`src/rtl/brx_pkg.sv`:
```
package brx_pkg;
    typedef enum logic [3:0] {
        CL_SEQ, CL_REL_JMP, CL_REL_CALL, CL_BRANCH,
        CL_ABS_JMP, CL_ABS_CALL, CL_IND_JMP, CL_IND_CALL,
        CL_RET, CL_RETI
    } brx_class_e;

    typedef enum logic [2:0] {
        ST_IDLE, ST_SEQ, ST_JUMP, ST_CALL, ST_RET, ST_RETI
    } brx_state_e;

    typedef struct packed {
        brx_class_e cls;
        logic [11:0] rel_long;
        logic [6:0]  rel_short;
        logic [2:0]  flag_sel;
        logic        on_clear;
    } brx_dec_t;
endpackage

```
`src/rtl/brx_decode.sv`:
```
module brx_decode
    import brx_pkg::*;
#(
    parameter int IW = 16
) (
    input  logic [IW-1:0] word,
    output brx_dec_t      dec
);
    localparam logic [15:0] ABS_MASK = 16'hFE0E;
    localparam logic [15:0] ABS_JMP  = 16'h940C;
    localparam logic [15:0] ABS_CALL = 16'h940E;
    localparam logic [15:0] IND_JMP  = 16'h9409;
    localparam logic [15:0] IND_CALL = 16'h9509;
    localparam logic [15:0] OP_RET   = 16'h9508;
    localparam logic [15:0] OP_RETI  = 16'h9518;

    always_comb begin
        dec.rel_long  = word[11:0];
        dec.rel_short = word[9:3];
        dec.flag_sel  = word[2:0];
        dec.on_clear  = word[10];
        if (word[15:12] == 4'b1100)
            dec.cls = CL_REL_JMP;
        else if (word[15:12] == 4'b1101)
            dec.cls = CL_REL_CALL;
        else if (word[15:11] == 5'b11110)
            dec.cls = CL_BRANCH;
        else if ((word & ABS_MASK) == ABS_JMP)
            dec.cls = CL_ABS_JMP;
        else if ((word & ABS_MASK) == ABS_CALL)
            dec.cls = CL_ABS_CALL;
        else if (word == IND_JMP)
            dec.cls = CL_IND_JMP;
        else if (word == IND_CALL)
            dec.cls = CL_IND_CALL;
        else if (word == OP_RET)
            dec.cls = CL_RET;
        else if (word == OP_RETI)
            dec.cls = CL_RETI;
        else
            dec.cls = CL_SEQ;
    end
endmodule

```
`src/rtl/brx_cond.sv`:
```
module brx_cond #(
    parameter int SW = 8
) (
    input  logic [SW-1:0]         flags,
    input  logic [$clog2(SW)-1:0] sel,
    input  logic                  on_clear,
    output logic                  hit
);
    logic picked;
    assign picked = flags[sel];
    assign hit    = on_clear ? ~picked : picked;
endmodule

```
`src/rtl/brx_target.sv`:
```
module brx_target
    import brx_pkg::*;
#(
    parameter int PC_W = 14,
    parameter int IW   = 16
) (
    input  brx_dec_t        dec,
    input  logic            cond_hit,
    input  logic [PC_W-1:0] pc,
    input  logic [IW-1:0]   word2,
    input  logic [IW-1:0]   zptr,
    input  logic [PC_W-1:0] ret_addr,
    output logic [PC_W-1:0] target,
    output logic [PC_W-1:0] link
);
    localparam int LONG_W  = 12;
    localparam int SHORT_W = 7;

    logic [PC_W-1:0] pc_p1, pc_p2, long_ext, short_ext;
    logic unused_hi;

    assign pc_p1     = pc + PC_W'(1);
    assign pc_p2     = pc + PC_W'(2);
    assign long_ext  = {{(PC_W-LONG_W){dec.rel_long[LONG_W-1]}}, dec.rel_long};
    assign short_ext = {{(PC_W-SHORT_W){dec.rel_short[SHORT_W-1]}}, dec.rel_short};
    assign unused_hi = ^{word2[IW-1:PC_W], zptr[IW-1:PC_W]};

    always_comb begin
        target = pc_p1;
        link   = pc_p1;
        unique case (dec.cls)
            CL_REL_JMP, CL_REL_CALL: target = pc_p1 + long_ext;
            CL_BRANCH:               target = cond_hit ? pc_p1 + short_ext : pc_p1;
            CL_ABS_JMP:              target = word2[PC_W-1:0];
            CL_ABS_CALL: begin
                target = word2[PC_W-1:0];
                link   = pc_p2;
            end
            CL_IND_JMP, CL_IND_CALL: target = zptr[PC_W-1:0];
            CL_RET, CL_RETI:         target = ret_addr;
            default:                 target = pc_p1;
        endcase
    end
endmodule

```
`src/rtl/brx_nextpc.sv`:
```
module brx_nextpc
    import brx_pkg::*;
#(
    parameter int PC_W = 14,
    parameter int IW   = 16,
    parameter int SW   = 8
) (
    input  logic            clk,
    input  logic            rst_n,
    input  logic            dec_valid,
    input  logic [IW-1:0]   instr,
    input  logic [IW-1:0]   instr2,
    input  logic [PC_W-1:0] pc,
    input  logic [SW-1:0]   sreg,
    input  logic [IW-1:0]   zptr,
    input  logic [PC_W-1:0] ret_addr,
    output logic            out_valid,
    output logic [PC_W-1:0] next_pc,
    output logic            taken,
    output logic            push_req,
    output logic [PC_W-1:0] push_addr,
    output logic            ie_set
);
    localparam int SEL_W = $clog2(SW);

    brx_dec_t        dec;
    logic            cond_hit;
    logic [PC_W-1:0] target, link;
    brx_state_e      state_q, state_d;
    logic [PC_W-1:0] tgt_q, link_q;

    brx_decode #(.IW(IW)) u_decode (
        .word (instr),
        .dec  (dec)
    );

    brx_cond #(.SW(SW)) u_cond (
        .flags    (sreg),
        .sel      (dec.flag_sel[SEL_W-1:0]),
        .on_clear (dec.on_clear),
        .hit      (cond_hit)
    );

    brx_target #(.PC_W(PC_W), .IW(IW)) u_target (
        .dec      (dec),
        .cond_hit (cond_hit),
        .pc       (pc),
        .word2    (instr2),
        .zptr     (zptr),
        .ret_addr (ret_addr),
        .target   (target),
        .link     (link)
    );

    always_comb begin
        state_d = ST_IDLE;
        if (dec_valid) begin
            unique case (dec.cls)
                CL_REL_JMP, CL_ABS_JMP, CL_IND_JMP:   state_d = ST_JUMP;
                CL_REL_CALL, CL_ABS_CALL, CL_IND_CALL: state_d = ST_CALL;
                CL_BRANCH: state_d = cond_hit ? ST_JUMP : ST_SEQ;
                CL_RET:    state_d = ST_RET;
                CL_RETI:   state_d = ST_RETI;
                default:   state_d = ST_SEQ;
            endcase
        end
    end

    always_ff @(posedge clk) begin
        if (!rst_n) begin
            state_q <= ST_IDLE;
            tgt_q   <= '0;
            link_q  <= '0;
        end else begin
            state_q <= state_d;
            if (dec_valid) begin
                tgt_q  <= target;
                link_q <= link;
            end
        end
    end

    always_comb begin
        out_valid = 1'b0;
        taken     = 1'b0;
        push_req  = 1'b0;
        ie_set    = 1'b0;
        next_pc   = '0;
        push_addr = '0;
        unique case (state_q)
            ST_IDLE: ;
            ST_SEQ: begin
                out_valid = 1'b1;
                next_pc   = tgt_q;
            end
            ST_JUMP, ST_RET: begin
                out_valid = 1'b1;
                taken     = 1'b1;
                next_pc   = tgt_q;
            end
            ST_CALL: begin
                out_valid = 1'b1;
                taken     = 1'b1;
                push_req  = 1'b1;
                next_pc   = tgt_q;
                push_addr = link_q;
            end
            ST_RETI: begin
                out_valid = 1'b1;
                taken     = 1'b1;
                ie_set    = 1'b1;
                next_pc   = tgt_q;
            end
            default: ;
        endcase
    end
endmodule

```
`config.mk`:
```
export PLATFORM = sky130hd
export DESIGN_NAME = brx_nextpc
export DESIGN_NICKNAME = d
export VERILOG_FILES = /design/src/rtl/brx_pkg.sv /design/src/rtl/brx_decode.sv /design/src/rtl/brx_cond.sv /design/src/rtl/brx_target.sv /design/src/rtl/brx_nextpc.sv
export SDC_FILE = /design/constraint.sdc
export NUM_CORES = 1
export LEC_CHECK = 0
export ABC_AREA = 1
export CORE_ASPECT_RATIO = 1.2
export CORE_MARGIN = 1.5
export CORE_UTILIZATION = 30
export CTS_CLUSTER_SIZE = 40
export DETAILED_ROUTE_END_ITERATION = 6
export HOLD_SLACK_MARGIN = 0.02
export SLEW_MARGIN = 25
export SYNTH_ARGS = -nofsm -noshare
export SYNTH_HDL_FRONTEND = slang
export SYNTH_SLANG_ARGS = --single-unit
```
`constraint.sdc`:
```
create_clock -name clk -period 3 [get_ports clk]
set_input_delay 0.6 -clock clk [delete_from_list [all_inputs] [get_ports clk]]
set_output_delay 0.6 -clock clk [all_outputs]
set_load 0.005 [all_outputs]
```
Yosys cells after proc, flatten, opt, wreduce, memory -nomap -nowiden
Cells that the tools add are included.
- input bits: 87
- output and inout port bits: 32
- flip-flop bits (word level): 31
- equal/unequal tests: 23
- reduce and logical (&&, ||, !) cells: 9
- multiplexer cells: 23
- $lt $le $gt $ge: 1
- $add $sub $neg: 4
- bitwise operators: 1
- operators by type and width (cell ; count):
    one-hot mux 14 bit (5 select lines) ; 1
    equality test 16 bit, second input constant ; 4
    2-to-1 mux 14 bit ; 4
    2-to-1 mux 4 bit ; 9
    adder 14 bit ; 2
    equality test 10 bit, second input constant ; 2
    equality test 4 x 3 -> 1 bit, second input constant ; 4
    equality test 4 bit, second input constant ; 4
    one-hot mux 3 bit (5 select lines) ; 1
    adder 14 x 1 -> 14 bit, second input constant ; 1
    adder 14 x 2 -> 14 bit, second input constant ; 1
    equality test 4 x 2 -> 1 bit, second input constant ; 2
    OR reduction 2 bit ; 4
    equality test 3 x 2 -> 1 bit, second input constant ; 2
    equality test 3 bit, second input constant ; 2
    2-to-1 mux 1 bit ; 6
    OR reduction 3 bit ; 2
    equality test 5 bit, second input constant ; 1
    OR reduction 5 bit ; 1
    equality test 4 x 1 -> 1 bit, second input constant ; 1
    < comparator 3 x 4 -> 1 bit, second input constant ; 1
    OR reduction 4 bit ; 1
    binary-select mux 1 bit (select 3 bit) ; 1
    equality test 3 x 1 -> 1 bit, second input constant ; 1
    other kinds (3) ; 3

Depth between registers and ports, before layout
- depth in word-level cells: 13
- depth in mapped cells: 23
- mapped depth without buffers: 22

Hierarchy
From an unflattened synthesis, not the netlist that was laid out.
- cells, all modules: 869
- area total of the unflattened synthesis: 4853.4 um^2
- modules (own cells, without submodules) (module ; times used ; area each (um^2) ; cells each):
    brx_target ; 1 ; 2876.5 ; 551
    brx_nextpc ; 1 ; 1412.6 ; 205
    brx_decode ; 1 ; 432.9 ; 83
    brx_cond ; 1 ; 131.4 ; 30

Worst setup path before layout
Ideal clock, no wire load.
- path type: input port to flip-flop
- from: input port pc[1]
- to: register tgt_q[10]
- buffers on the path: 0
- setup time: 122 ps
- slack: 53 ps
- arrival: 2825 ps
- data required time: 2878 ps
- stages: 16
- cells stage by stage: ha_1 > nand3_1 > nor2_1 > xor2_1 > nand2_1 > o21ai_0 > inv_1 > ha_1 > a21oi_1 > o21ai_0 > inv_1 > a21oi_1 > or2_2 > or2_2 > nand3_1 > a31oi_1
- cells in the longest elaborated chain, start to end: 4
- ends and longest elaborated chain (element ; RTL line ; RTL):
    start: declaration ; brx_nextpc.sv:13 ; input logic [PC_W-1:0] pc,
    adder 14 x 1 -> 14 bit (*) ; brx_target.sv:22 ; assign pc_p1 = pc + PC_W'(1);
    adder 14 bit ; brx_target.sv:33 ; CL_BRANCH: target = cond_hit ? pc_p1 + short_ext : pc_p1;
    2-to-1 mux 14 bit ; brx_target.sv:33 ;
    one-hot mux 14 bit (5 select lines) (*) ; brx_target.sv:31 ; unique case (dec.cls)
    end signal: assignment ; brx_nextpc.sv:77 ; tgt_q <= target;
    end: declaration ; brx_nextpc.sv:30 ; logic [PC_W-1:0] tgt_q, link_q;
Mark *: on every way between the ends. The rest lies on a longest branch, timed or not.
A chain may end at the register's enable or synchronous reset.

Final worst setup path
- from: input port pc[1]
- to: register tgt_q[7]
Same word-level chain as after synthesis.

==> results_dict.tcl <==
set metrics [dict create \
    status "finished clean" \
    finalMaxSlewViolations 0 \
    ctsHtreeMaxLevel 2 \
    design_area_mm2 0.00719 \
    cts_num_sinks 31 \
    synth_compound_area_share_pct 17.6 \
    synth_area_mm2 0.00416 \
    yosysSeqAreaShare_pct 14.9 \
    slew_headroom_pct 73.3 \
    arrival_ps 3100 \
    rr_worst_depth 4 \
    synth_area_leaders "nand2_1, dfxtp_1, inv_1" \
    synthSimpleGateAreaFrac_pct 40.3 \
    synth_area_per_cell_um2 5.58 \
    portBuffers 114 \
    viasPerCell 4.78 \
    skew_ps 0 \
    p_leak_nw 3.42 \
    fmax_ghz 0.340 \
    antenna_found_initial 0 \
    grt_pass1_vias 5137 \
    cp.buffers_inverters 6 \
    setup_violations 0 \
    final_cells 1164 \
    pwr-share-comb_pct 53.1 \
    syn-num-nets 861 \
    crit_cells 17 \
    r2r_end "link_q[10]" \
    die_area_mm2 0.0146 \
    synth_edf_count 0 \
    antennaDiodeCount 0 \
    routed_wl_mm 17.4 \
    synth-async-reset-ratio_pct 0 \
    p_seq_share_pct 22.5 \
    overflow 0 \
    switchingPower_mw 0.722 \
    irDropWorstVdd_mv 0.244 \
    cts_buffers 5 \
    clk_pin_slew_ps 50 \
    hold_viol 0 \
    cpPeakStageDelay_ps 290 \
    hpwl_mm 14.3 \
    die_h_um 132 \
    period_minus_slack_ps 2940 \
    hold_path_class "flop to flop" \
    start_util_pct 31.1 \
    wl_per_cell_um 15.0 \
    maxCapViolCount 0 \
    grt_max_degree 24 \
    ys.flop_type "dfxtp_1" \
    rrSetupSlack_ps 2290 \
    area_delta_synth_final_pct 73.1 \
    synth_mux_area_share_pct 0 \
    required_ps 3170 \
    synthAdderAreaFrac_pct 9.09 \
    drt_first_pass_iters 5 \
    cp_cell_sequence "buf_2 > buf_6 > ha_4 > buf_4 > xnor2_2 > buf_6 > clkinvlp_4 > ha_4 > a21oi_1 > nand2_1 > a21oi_1 > inv_1 > or2_2 > nand3_1 > o211ai_1 > nor2_1 > nor2_1" \
    yosysTopAreaCell "nand2_1" \
    placed_cell_area_mm2 0.00640 \
    crit_path_top_delay_cell "ha_4" \
    worstMarginPinSlew_ps 399 \
    drt_iter0_markers 348 \
    dieWidth_um 110 \
    clkLatencyLatePin_ps 280 \
    netlist_instances 745 \
    endpoint "tgt_q[7]" \
    core_mm2 0.0134 \
    placed_cells_incl_taps 1139 \
    track_usage_pct 23.0 \
    drc 0 \
    synth_top_area_share_pct 18.6 \
    path_class "input pin to flop" \
    sw_frac_of_total_pct 36.0 \
    cts_tree "yes" \
    num_rows 46 \
    p_clk_share_pct 24.4 \
    reg2reg_from "link_q[10]" \
    grt_pass1_wl_mm 26.9 \
    crit_start "pc[1]" \
    worstSetupEndpointType "flop" \
    finalCritPeriodShare_pct 98.0 \
    synth_cell_types 39 \
    intPower_mw 1.29 \
    synth_top_family_by_area "simple AND/OR/NAND/NOR gates" \
    power_density_mw_per_mm2 279 \
    synth_warnings 0 \
    synth-seq-cells 31 \
    postRouteAntennaNets 0 \
    gp_congestion 0.965 \
    final_nets 1112 \
    synthXorXnorAreaFrac_pct 5.06 \
    crit_family "buffers and inverters" \
    clk_path_buf_depth 2 \
    grt_setup_unrepaired "true" \
    drive_gt1_share_pct 28.0 \
    io_pins 119 \
    whs_ps 464 \
    root_buffer "clkbuf_16" \
    worstSetupStartpointType "input pin" \
    via_count 5567 \
    cp_max_fo 4 \
    setup_tns_ps 0 \
]
[final cells by class]
class	instances	area (um^2)
fillers	1361	6160
clock inverters	1	5.00
repair buffers	263	2260
well taps	168	210
inverters	116	443
clock buffers	6	139
multi-input cells	579	3510
flip-flops and latches	31	621
[logic make-up after synthesis]
group / Yosys count
buffers and inverters: 135
xor gates and xnor gates: 24
adders and majority gates: 29
and+or+nand+nor: 395
AOI/OAI and AO/OA: 131
DFF: 31
[what timing repair did]
item	in CTS	in global routing
buffers inserted	8	9
pin swaps	17	35
hold buffers	0	0
endpoints found under the setup margin	11	11
resized for setup	67	72
[sequential cells by signal, summed over array words and instances, names as in the netlist]
register and flops:
tgt_q 14, link_q 14, state_q 3
[layer usage]
metal  global-route usage, %  share of wire, %  up-vias
li1                        -                 -     2899
met1                    31.5                46     2489
met2                    39.5                49      164
met3                    1.70               4.3       15
met4                    4.63               1.1        0
met5                       0                 0        -
[cell usage in the layout (no fill, tap or decap), drive strengths merged, types with 2 or more instances in the layout]
cell,n
xnor2,5
ha,27
a211oi,4
o211ai,9
a22o,2
nand4,10
clkinvlp,2
o21bai,2
o21ai,41
buf,149
nand2,210
nor3,10
clkdlybuf4s50,105
a21oi,63
fa,2
a31oi,3
dfxtp,31
nor2,89
clkbuf,10
clkinv,2
nand3,64
o21a,2
or2,9
xor2,19
dlygate4sd2,5
inv,113
[tightest hold or removal path, delay by kind of cell, from the launching register on]
| kind | cells | cell delay (ps) |
|---|---|---|
| AOI/OAI and AO/OA | 1 | 50 |
| DFF | 1 | 300 |
| and+or+nand+nor | 1 | 60 |
[how the worst min path moves through the flow]
stage	depth (start not counted)	end	from	slack (ps)
floorplan	2	link_q[11]	link_q[11]	450
global placement	2	tgt_q[2]	tgt_q[2]	450
detailed placement	2	link_q[12]	link_q[12]	460
CTS	2	link_q[12]	link_q[12]	460
global route	2	link_q[8]	link_q[8]	480
finish	2	link_q[1]	link_q[1]	460
[metrics by stage]
| step | util (%) | power (mW) | setup slack (ps) |
|---|---|---|---|
| after floorplan | - | 0.878 | 52.7 |
| after global placement | 47.9 | 1.36 | -778 |
| after detailed placement | 47.9 | 1.36 | -785 |
| after CTS | 51.3 | 1.91 | 11.6 |
| after global routing | 53.9 | 2.12 | -73.1 |
| final | 53.9 | 2.01 | 61.4 |
[Yosys cell counts (5+ instances only)]
master and count:
a21oi_1 63, clkbuf_1 10, dfxtp_1 31, ha_1 27
inv_1 109, inv_2 6, nand2_1 206, nand3_1 64
nand4_1 10, nor2_1 84, nor2_2 5, nor3_1 9
o211ai_1 9, o21ai_0 35, or2_2 9, xnor2_1 5
xor2_1 19
[power groups by stage]
stage / logic (mW) / clock network [mW] / registers (mW)
after global routing: 1.15 / 0.513 / 0.455
after detailed placement: 0.896 / 0 / 0.461
after global placement: 0.898 / 0 / 0.460
after CTS: 0.958 / 0.495 / 0.453
final: 1.07 / 0.490 / 0.453
after floorplan: 0.421 / 0 / 0.457
Note: power is estimated with default switching activity, not from simulation.
